`src/rtl/row_tag_timing.sv`:
```
module row_tag_timing #(
  parameter int ROW_W    = 14,
  parameter int SLOTS    = 16,
  parameter int TW       = 6,
  parameter int MISS_RCD = 11,
  parameter int MISS_RP  = 11,
  parameter int MISS_RAS = 28,
  parameter int MISS_RC  = 39,
  parameter int MISS_AA  = 11,
  parameter int MISS_WR  = 12,
  parameter int HIT_RCD  = 7,
  parameter int HIT_RP   = 7,
  parameter int HIT_RAS  = 12,
  parameter int HIT_RC   = 19,
  parameter int HIT_AA   = 7,
  parameter int HIT_WR   = 8,
  localparam int IDX_W   = $clog2(SLOTS)
) (
  input  logic             clk,
  input  logic             rst_n,
  input  logic             lk_valid,
  input  logic [ROW_W-1:0] lk_row,
  input  logic             ins_valid,
  input  logic [ROW_W-1:0] ins_row,
  input  logic [IDX_W-1:0] ins_slot,
  input  logic             col_fast_en,
  output logic             res_valid,
  output logic             res_hit,
  output logic [TW-1:0]    t_rcd,
  output logic [TW-1:0]    t_rp,
  output logic [TW-1:0]    t_ras,
  output logic [TW-1:0]    t_rc,
  output logic [TW-1:0]    t_aa,
  output logic [TW-1:0]    t_wr
);

  logic [ROW_W-1:0] tag_q [SLOTS];
  logic [SLOTS-1:0] vld_q;

  wire [IDX_W-1:0] lk_idx  = lk_row[IDX_W-1:0];
  wire             hit_now = vld_q[lk_idx] && (tag_q[lk_idx] == lk_row);
  wire             col_hit = hit_now && col_fast_en;

  always_ff @(posedge clk) begin
    if (!rst_n) vld_q <= '0;
    else if (ins_valid) vld_q[ins_slot] <= 1'b1;
  end

  always_ff @(posedge clk) begin
    if (ins_valid) tag_q[ins_slot] <= ins_row;
  end

  always_ff @(posedge clk) begin
    if (!rst_n) begin
      res_valid <= 1'b0;
      res_hit   <= 1'b0;
      t_rcd     <= TW'(MISS_RCD);
      t_rp      <= TW'(MISS_RP);
      t_ras     <= TW'(MISS_RAS);
      t_rc      <= TW'(MISS_RC);
      t_aa      <= TW'(MISS_AA);
      t_wr      <= TW'(MISS_WR);
    end else begin
      res_valid <= lk_valid;
      res_hit   <= lk_valid && hit_now;
      if (lk_valid) begin
        t_rcd <= hit_now ? TW'(HIT_RCD) : TW'(MISS_RCD);
        t_rp  <= hit_now ? TW'(HIT_RP)  : TW'(MISS_RP);
        t_ras <= hit_now ? TW'(HIT_RAS) : TW'(MISS_RAS);
        t_rc  <= hit_now ? TW'(HIT_RC)  : TW'(MISS_RC);
        t_aa  <= col_hit ? TW'(HIT_AA)  : TW'(MISS_AA);
        t_wr  <= col_hit ? TW'(HIT_WR)  : TW'(MISS_WR);
      end
    end
  end

endmodule

```
`config.mk`:
```
export PLATFORM = sky130hd
export DESIGN_NAME = row_tag_timing
export DESIGN_NICKNAME = d
export VERILOG_FILES = /design/src/rtl/row_tag_timing.sv
export SDC_FILE = /design/constraint.sdc
export NUM_CORES = 1
export LEC_CHECK = 0
export BUFFER_PORTS_ARGS = -buffer_cell sky130_fd_sc_hd__buf_2
export CORE_UTILIZATION = 54
export DETAILED_ROUTE_END_ITERATION = 7
export PLACE_DENSITY = 0.88
export SYNTH_ARGS = -nofsm -noshare
export SYNTH_HDL_FRONTEND = slang
export SYNTH_SLANG_ARGS = --single-unit
```
`constraint.sdc`:
```
create_clock -name clk -period 2.56 [get_ports clk]
set_clock_uncertainty 0.15 [all_clocks]
set_input_delay 0.128 -clock clk [delete_from_list [all_inputs] [get_ports clk]]
set_output_delay 0.128 -clock clk [all_outputs]
set_load 0.1 [all_outputs]
```
# Word level (Yosys, flattened, before mapping)
# Memories as Yosys holds them, arrays and structs flattened.
# Index checks and enable logic that the tools add are counted.
# classes
magnitude_cmp,3
eq_ne,1
n_mux,11
bitwise_logic,1
n_reduce_logical,4
# ops
cell,count
bitwise OR 16 bit,1
equality test 14 bit,1
"< comparator 4 x 5 -> 1 bit, second input constant",2
two-way mux 4 bit,2
two-way mux 6 bit,1
two-way mux 5 bit,1
binary-select mux 1 bit (select 4 bit),1
demux 1 bit (select 4 bit),1
"greater-or-equal comparator 4 x 1 -> 1 bit, second input constant",1
logical AND 1 bit,4
two-way mux 1 bit,4
two-way mux 3 bit,1
# word_totals
ff_bits,48
mem_bits_rw,224
output_inout_bits,38
mem_count,1
# memory_table
name,words,width,read_ports,rd_clocked_by_memory_dff,write_ports,line,text
tag_q,16,14,1,0,1,37,logic [ROW_W-1:0] tag_q [SLOTS];

# Longest topological paths before layout
# Gate-level depths: netlist of run 1.
# depth
depth_word,5
mapped_depth,12
mapped_depth_nobuf,7

# Worst setup path before layout of run 1
# Ideal clock, no wire load.
# synth_timing
path_type,input port to flip-flop
startpoint,input lk_row[2]
endpoint,register t_aa[3]
arrival_ns,2.126
required_ns,2.294
setup_slack_ns,0.168
path_stages,8
n_path_buf,2
path_cell_list,buf_2 buf_4 mux2_2 mux4_2 nor3_1 o211ai_1 or4_1 o21a_1
# synth_between
elab_chain_cells,5
word_cells_on_any_way,7
# synth_lines
item,line,text
"start, declared",22,"input logic [ROW_W-1:0] lk_row,"
memory read (16 x 14 bit) / binary-select mux 1 bit (select 4 bit) (equally long branches),--,
equality test 14 bit / two-way mux 1 bit (equally long branches),41,wire hit_now = vld_q[lk_idx] && (tag_q[lk_idx] == lk_row);
logical AND 1 bit *,41,
logical AND 1 bit *,42,wire col_hit = hit_now && col_fast_en;
two-way mux 4 bit *,71,t_aa <= col_hit ? TW'(HIT_AA) : TW'(MISS_AA);
"end signal, assigned",61,t_aa <= TW'(MISS_AA);
"end signal, assigned",71,
"end, declared",33,"output logic [TW-1:0] t_aa,"
# Mark *: on every way between the ends. The rest lies on a longest branch, timed or not. The select of a mux whose other input is x is not followed.
# A chain may end at the register's enable or synchronous reset.

# Final worst setup path of run 1
# layout_timing
startpoint,memory tag_q[13][4]
endpoint,register t_aa[3]
# layout_between
elab_chain_cells,5
# layout_lines
item,line
"start, declared",37
memory read (16 x 14 bit),--
equality test 14 bit,41
logical AND 1 bit,41
logical AND 1 bit,42
two-way mux 4 bit,71
# No other way between the ends.

==> results of run 1 <==
==> report_power, final <==
| part | internal (mW) | leakage, nW | switching (mW) |
|---|---|---|---|
| registers | 4.46 | 2.20 | 0.0236 |
| logic | 0.273 | 1.59 | 0.499 |
| clock network | 1.95 | 0.362 | 1.38 |
==> flip-flops by register name (all words and copies together), names as in the netlist <==
register   flops
res_hit        1
res_valid      1
t_aa           2
t_rc           2
tag_q        224
vld_q         16
==> cells in the mapped netlist (4+ instances only) <==
| cell type | n |
|---|---|
| xnor2_1 | 11 |
| mux4_2 | 28 |
| o21a_1 | 17 |
| nor2_1 | 23 |
| inv_1 | 4 |
| a21oi_1 | 8 |
| a22oi_1 | 12 |
| nand2_1 | 13 |
| mux2i_1 | 40 |
| mux4_1 | 9 |
| nand3_1 | 7 |
| nor2b_1 | 7 |
| xor2_1 | 5 |
| buf_4 | 35 |
| buf_6 | 4 |
| buf_2 | 8 |
| edfxtp_1 | 224 |
| nand3b_1 | 5 |
| nand2b_1 | 8 |
| mux2_2 | 7 |
| dfxtp_1 | 22 |
| clkbuf_1 | 5 |
| nor3_1 | 6 |
==> critical path, cell delays in order, from the launching register on <==
cell,delay (ns)
edfxtp_1,0.40
mux4_2,0.49
mux2i_2,0.23
xor2_2,0.21
o2111a_2,0.27
o22ai_4,0.10
or4_4,0.45
o21a_1,0.13
==> layer usage <==
metal | vias to the layer above | global-route usage (%)
met2 | 380 | 42.5
met1 | 2816 | 30.1
met5 | - | 0
li1 | 2378 | -
met3 | 100 | 4.75
met4 | 0 | 13.7
==> timing repair <==
| action | CTS | global route |
|---|---|---|
| gates resized for setup | 19 | 9 |
| pin swaps | 6 | 9 |
| hold endpoints to repair | 245 | 0 |
| buffers inserted | 0 | 1 |
| endpoints found under the setup margin | 5 | 5 |
| hold buffers | 18 | 0 |
==> worst max-delay path by stage <==
stage                        from      end  slack (ns)
CTS                  tag_q[5][13]  t_rc[4]       0.004
floorplan               lk_row[2]  t_aa[3]        0.17
global placement        lk_row[1]  t_rc[2]       -0.32
detailed placement      lk_row[1]  t_aa[3]       -0.43
finish               tag_q[13][4]  t_aa[3]       0.001
global route        tag_q[11][10]  t_rc[2]       -0.08
==> through the flow <==
stage               power [mW]  instances  hold slack (ns)  utilization (%)
floorplan                 5.05        577           0.0769                -
global placement          5.23        862            0.282             59.4
detailed placement        5.26        862            0.303             59.4
CTS                       8.56        921           0.0113             64.8
global route              8.78        921           0.0409             65.1
finish                    8.58        921           0.0498             65.1
==> cell type report <==
type,count,area [um^2]
clock inverters,14,139
flip-flops and latches,246,7170
inverters,6,22.5
well taps,229,287
fillers,1104,6310
clock buffers,27,591
multi-input cells,269,2600
repair buffers,130,963
==> logic make-up after synthesis <==
logic type | after synthesis | share of synthesized area, %
DFF | 246 | 71.6
muxes | 84 | 13.5
and+or+nand+nor | 82 | 4.27
AOI/OAI and AO/OA | 62 | 4.63
buffers and inverters | 62 | 4.53
xor gates and xnor gates | 16 | 1.40
other | 2 | 0.0751
==> impl_metrics.ini, run 1 <==
[finish]
antenna_cells = 0
drive_gt1_share_pct = 29.9
final_cell_mix = edfxtp_1 (224), buf_4 (59), buf_2 (48)
syn_to_final_growth_pct = 17.7
final_area_um2 = 11800
layout_commonest_cell = edfxtp_1
fin_nets = 713

[timing]
timing.fmax_mhz = 391
tns_ns = 0
worst_pin_slew_ns = 0.553
hold_viol_final = 0
postLayoutSetupSlackWorst_ns = 0.00140
fin_crit_sh_pct = 99.9
period_needed_ns = 2.56
slew_headroom_pct = 63.0
finalMaxSlewViolations = 0
rsz0062_at_grt = true
setup_viol = 0

[detailed_routing]
highest_layer = met4
wl_met2_um = 11800
dr_wl_met3_um = 1920
drt_iter0_drc = 612
postRouteAntennaNets = 0
wl_um = 23400
viasPerCell = 6.16
vias = 5674
wl_met1_um = 8460
first_pass_iters = 8
drc = 16
wl_per_cell_um = 25.5

[synth]
synth_top_area_share_pct = 67.2
synth-seq-area-share_pct = 71.6
yosys_warnings = 0
ys.flop_type = edfxtp_1
synth_edf_count = 224
async_flop_share_pct = 0
syn_area_um2 = 10000
ys_top_cells_by_area = edfxtp_1 (67%), mux4_2 (6.3%), dfxtp_1 (4.4%)
postSynthAreaPerCell_um2 = 18.1
netlist_instances = 554
synth_cell_types = 57
synth_top_area_cell = edfxtp_1
synth-seq-cells = 246

[critical_path]
crit_arrival_ns = 2.80
setup.worst_path.end_class = flop
required_ns = 2.80
path_class = reg2reg
r2r_cells = 7
ff2ff_setup_slack_ns = 0.001
crit_fanout = 2
worstReg2RegEnd = t_aa[3]
start_kind = flop
r2r-start = tag_q[13][4]

[power_and_ir_drop]
ir_worst_vdd_v = 0.000748
power_density_nw_per_um2 = 729
p_leak_nw = 4.15

[min_path]
min_from = lk_row[7]
hold_class = in2reg
whs_endpoint = t_aa[2]
hold_depth = 5

[place]
place.gp.congestion = 0.804
place_area_um2 = 10700
pre_cts_ws_ns = -0.434
post-dp-hpwl_um = 13900
portBuffers = 49

[clock_tree]
cts.sinks = 246
clk-insertion-delay-late_ns = 0.50
cts_buffers = 23
cts_root_buf = clkbuf_16
clkTransAtPathRegs_ns = 0.06
h-tree-depth = 1
cts_buffer_depth = 3
cts_tree = built

[global_route]
grt_max_degree = 25
overflow = 0
grt_pass1_vias = 5929
grt_pass1_wl_um = 34700
grt_use_total_pct = 24.8
antenna_found_initial = 0

[run_status]
violations = design-rule violations
outcome = finished, violations left

[die]
die_h_um = 138
io_pins = 75
rows = 49
die_w_um = 138
start_util_pct = 55.3
core_um2 = 18100
dieArea_um2 = 19100

[job]
maxCapViolCount = 0
(Power assumes the default switching activity.)
==> inputs of run 2 (changes only) <==
CELL_PAD_IN_SITES_DETAIL_PLACEMENT = 0   (was unset)
CELL_PAD_IN_SITES_GLOBAL_PLACEMENT = 2   (was unset)
CORE_UTILIZATION = 41   (was 54)
PLACE_DENSITY = 0.87   (was 0.88)
==> impl_metrics.ini, run 2 (same netlist as run 1, synthesis figures left out) <==
[finish]
drive_gt1_share_pct = 27.8
top_regs = tag_q (224), vld_q (16)
syn_to_final_growth_pct = 18.2
final_cell_mix = edfxtp_1 (224), buf_4 (55), buf_2 (47)
antenna_cells = 0
layout_commonest_cell = edfxtp_1
fin_nets = 712
largest_register_ffs = 224
top_register = tag_q
final_area_um2 = 11800

[die]
start_util_pct = 42.2
die_w_um = 158
die_h_um = 158
core_um2 = 23700
io_pins = 75
dieArea_um2 = 25000
rows = 56

[place]
place_area_um2 = 10800
place.gp.congestion = 0.817
portBuffers = 49
post-dp-hpwl_um = 13900

[critical_path]
start_kind = flop
crit_fanout = 3
crit_top_cell = buf_4
crit_chain = mux4_2, mux2i_1, xnor2_1, nor4b_2, o22ai_2, buf_4, nor4_4, buf_4, nor2_1
required_ns = 2.82
path_class = reg2reg
crit_slowest_cell = mux4_2
crit_arrival_ns = 2.78
cpPeakStageDelay_ns = 0.48
setup.worst_path.end_class = flop

[power_and_ir_drop]
power_mw = 8.59
power_density_nw_per_um2 = 726
ir_worst_vdd_v = 0.000879
p_leak_nw = 4.16

[timing]
finalMaxSlewViolations = 0
worst_pin_slew_ns = 0.632
timing.fmax_mhz = 397
fin_crit_sh_pct = 98.4
period_needed_ns = 2.52
slew_headroom_pct = 57.7
rsz0062_at_grt = true
setup_viol = 0
hold_viol_final = 0

[global_route]
overflow = 0
grt_pass1_wl_um = 32900
grt_use_total_pct = 18.5
antenna_found_initial = 0
grt_max_degree = 35
grt_pass1_vias = 5517

[clock_tree]
cts_tree = built
h-tree-depth = 1
clkTransAtPathRegs_ns = 0.06
clk-insertion-delay-late_ns = 0.52
cts.sinks = 246
cts_root_buf = clkbuf_16
cts_buffer_depth = 3
cts_buffers = 25

[detailed_routing]
drc = 0
postRouteAntennaNets = 0
viasPerCell = 5.26
drt_iter0_drc = 460
first_pass_iters = 5
wl_um = 22200
vias = 5308
wl_per_cell_um = 21.9

[run_status]
outcome = complete, no violations

[job]
maxCapViolCount = 0

[min_path]
hold_class = in2reg
## run 2: changes by cell type in the layout (fill, tap and decap cells not counted), moves of 2 or more
| cell | change |
|---|---|
| mux2i_1 | +4 |
| mux2i_4 | -2 |
| mux2i_2 | -2 |
| clkinv_1 | -2 |
| mux4_1 | +3 |
| buf_4 | -4 |
| xnor2_2 | -2 |
| xnor2_1 | +2 |
| mux4_2 | -3 |
| clkbuf_16 | +2 |
## run 2: metal layers
layer	track usage [%]	share of wire (%)	up-vias
met5	0	0	-
met4	5.27	2.3	0
met3	2.82	5.4	37
met2	32.3	51	163
met1	23.7	42	2719
li1	-	-	2389
## run 2: layout make-up
class	count	area [um^2]
clock inverter	13	115
clock buffer	30	644
sequential	246	7170
inverter	6	22.5
fill	1947	11900
tap	319	399
multi-input combinational	269	2530
timing repair buffer	127	946
## run 2: power breakdown
part | internal (mW) | switching, mW | leakage, nW
clock network | 1.98 | 1.40 | 0.379
registers | 4.46 | 0.0198 | 2.20
logic | 0.254 | 0.468 | 1.58
total | 6.70 | 1.89 | 4.16
## run 2: per-stage QoR
stage | setup TNS [ns] | hold slack, ns | setup WS [ns] | cells | utilization [%]
after global placement | -2.59 | 0.293 | -0.626 | 947 | 45.7
after floorplan | 0 | 0.0769 | 0.168 | 577 | -
after CTS | 0 | 0.0578 | 0.0479 | 1009 | 49.8
after global routing | -0.104 | 0.0826 | -0.0645 | 1010 | 49.9
final | 0 | 0.0736 | 0.0420 | 1010 | 49.9
after detailed placement | -2.59 | 0.285 | -0.624 | 947 | 45.7
## run 2: final timing paths
path / from / endpoint / slack [ns] / cells after the start
hold / removal: ins_slot[1] / tag_q[12][6] / 0.07 / 3
setup / recovery: tag_q[7][9] / t_rc[2] / 0.04 / 9
hold reg to reg: vld_q[9] / vld_q[9] / 0.32 / 1
setup reg to reg: tag_q[7][9] / t_rc[2] / 0.04 / 9
## run 2: timing repair
item                       in CTS  in global routing
buffers inserted                0                  1
gates resized for setup         6                  4
hold endpoints to repair      245                  0
pin swaps                       4                  1
hold buffers                   19                  0
setup endpoints to repair       5                  3
## run 2: worst max-delay path, delay by kind of cell (launching register included)
family,cells,cell delay [ns]
muxes,2,0.65
DFF,1,0.37
xor gates and xnor gates,1,0.13
buffers and inverters,2,0.32
and+or+nand+nor,3,0.66
AOI/OAI and AO/OA,1,0.13
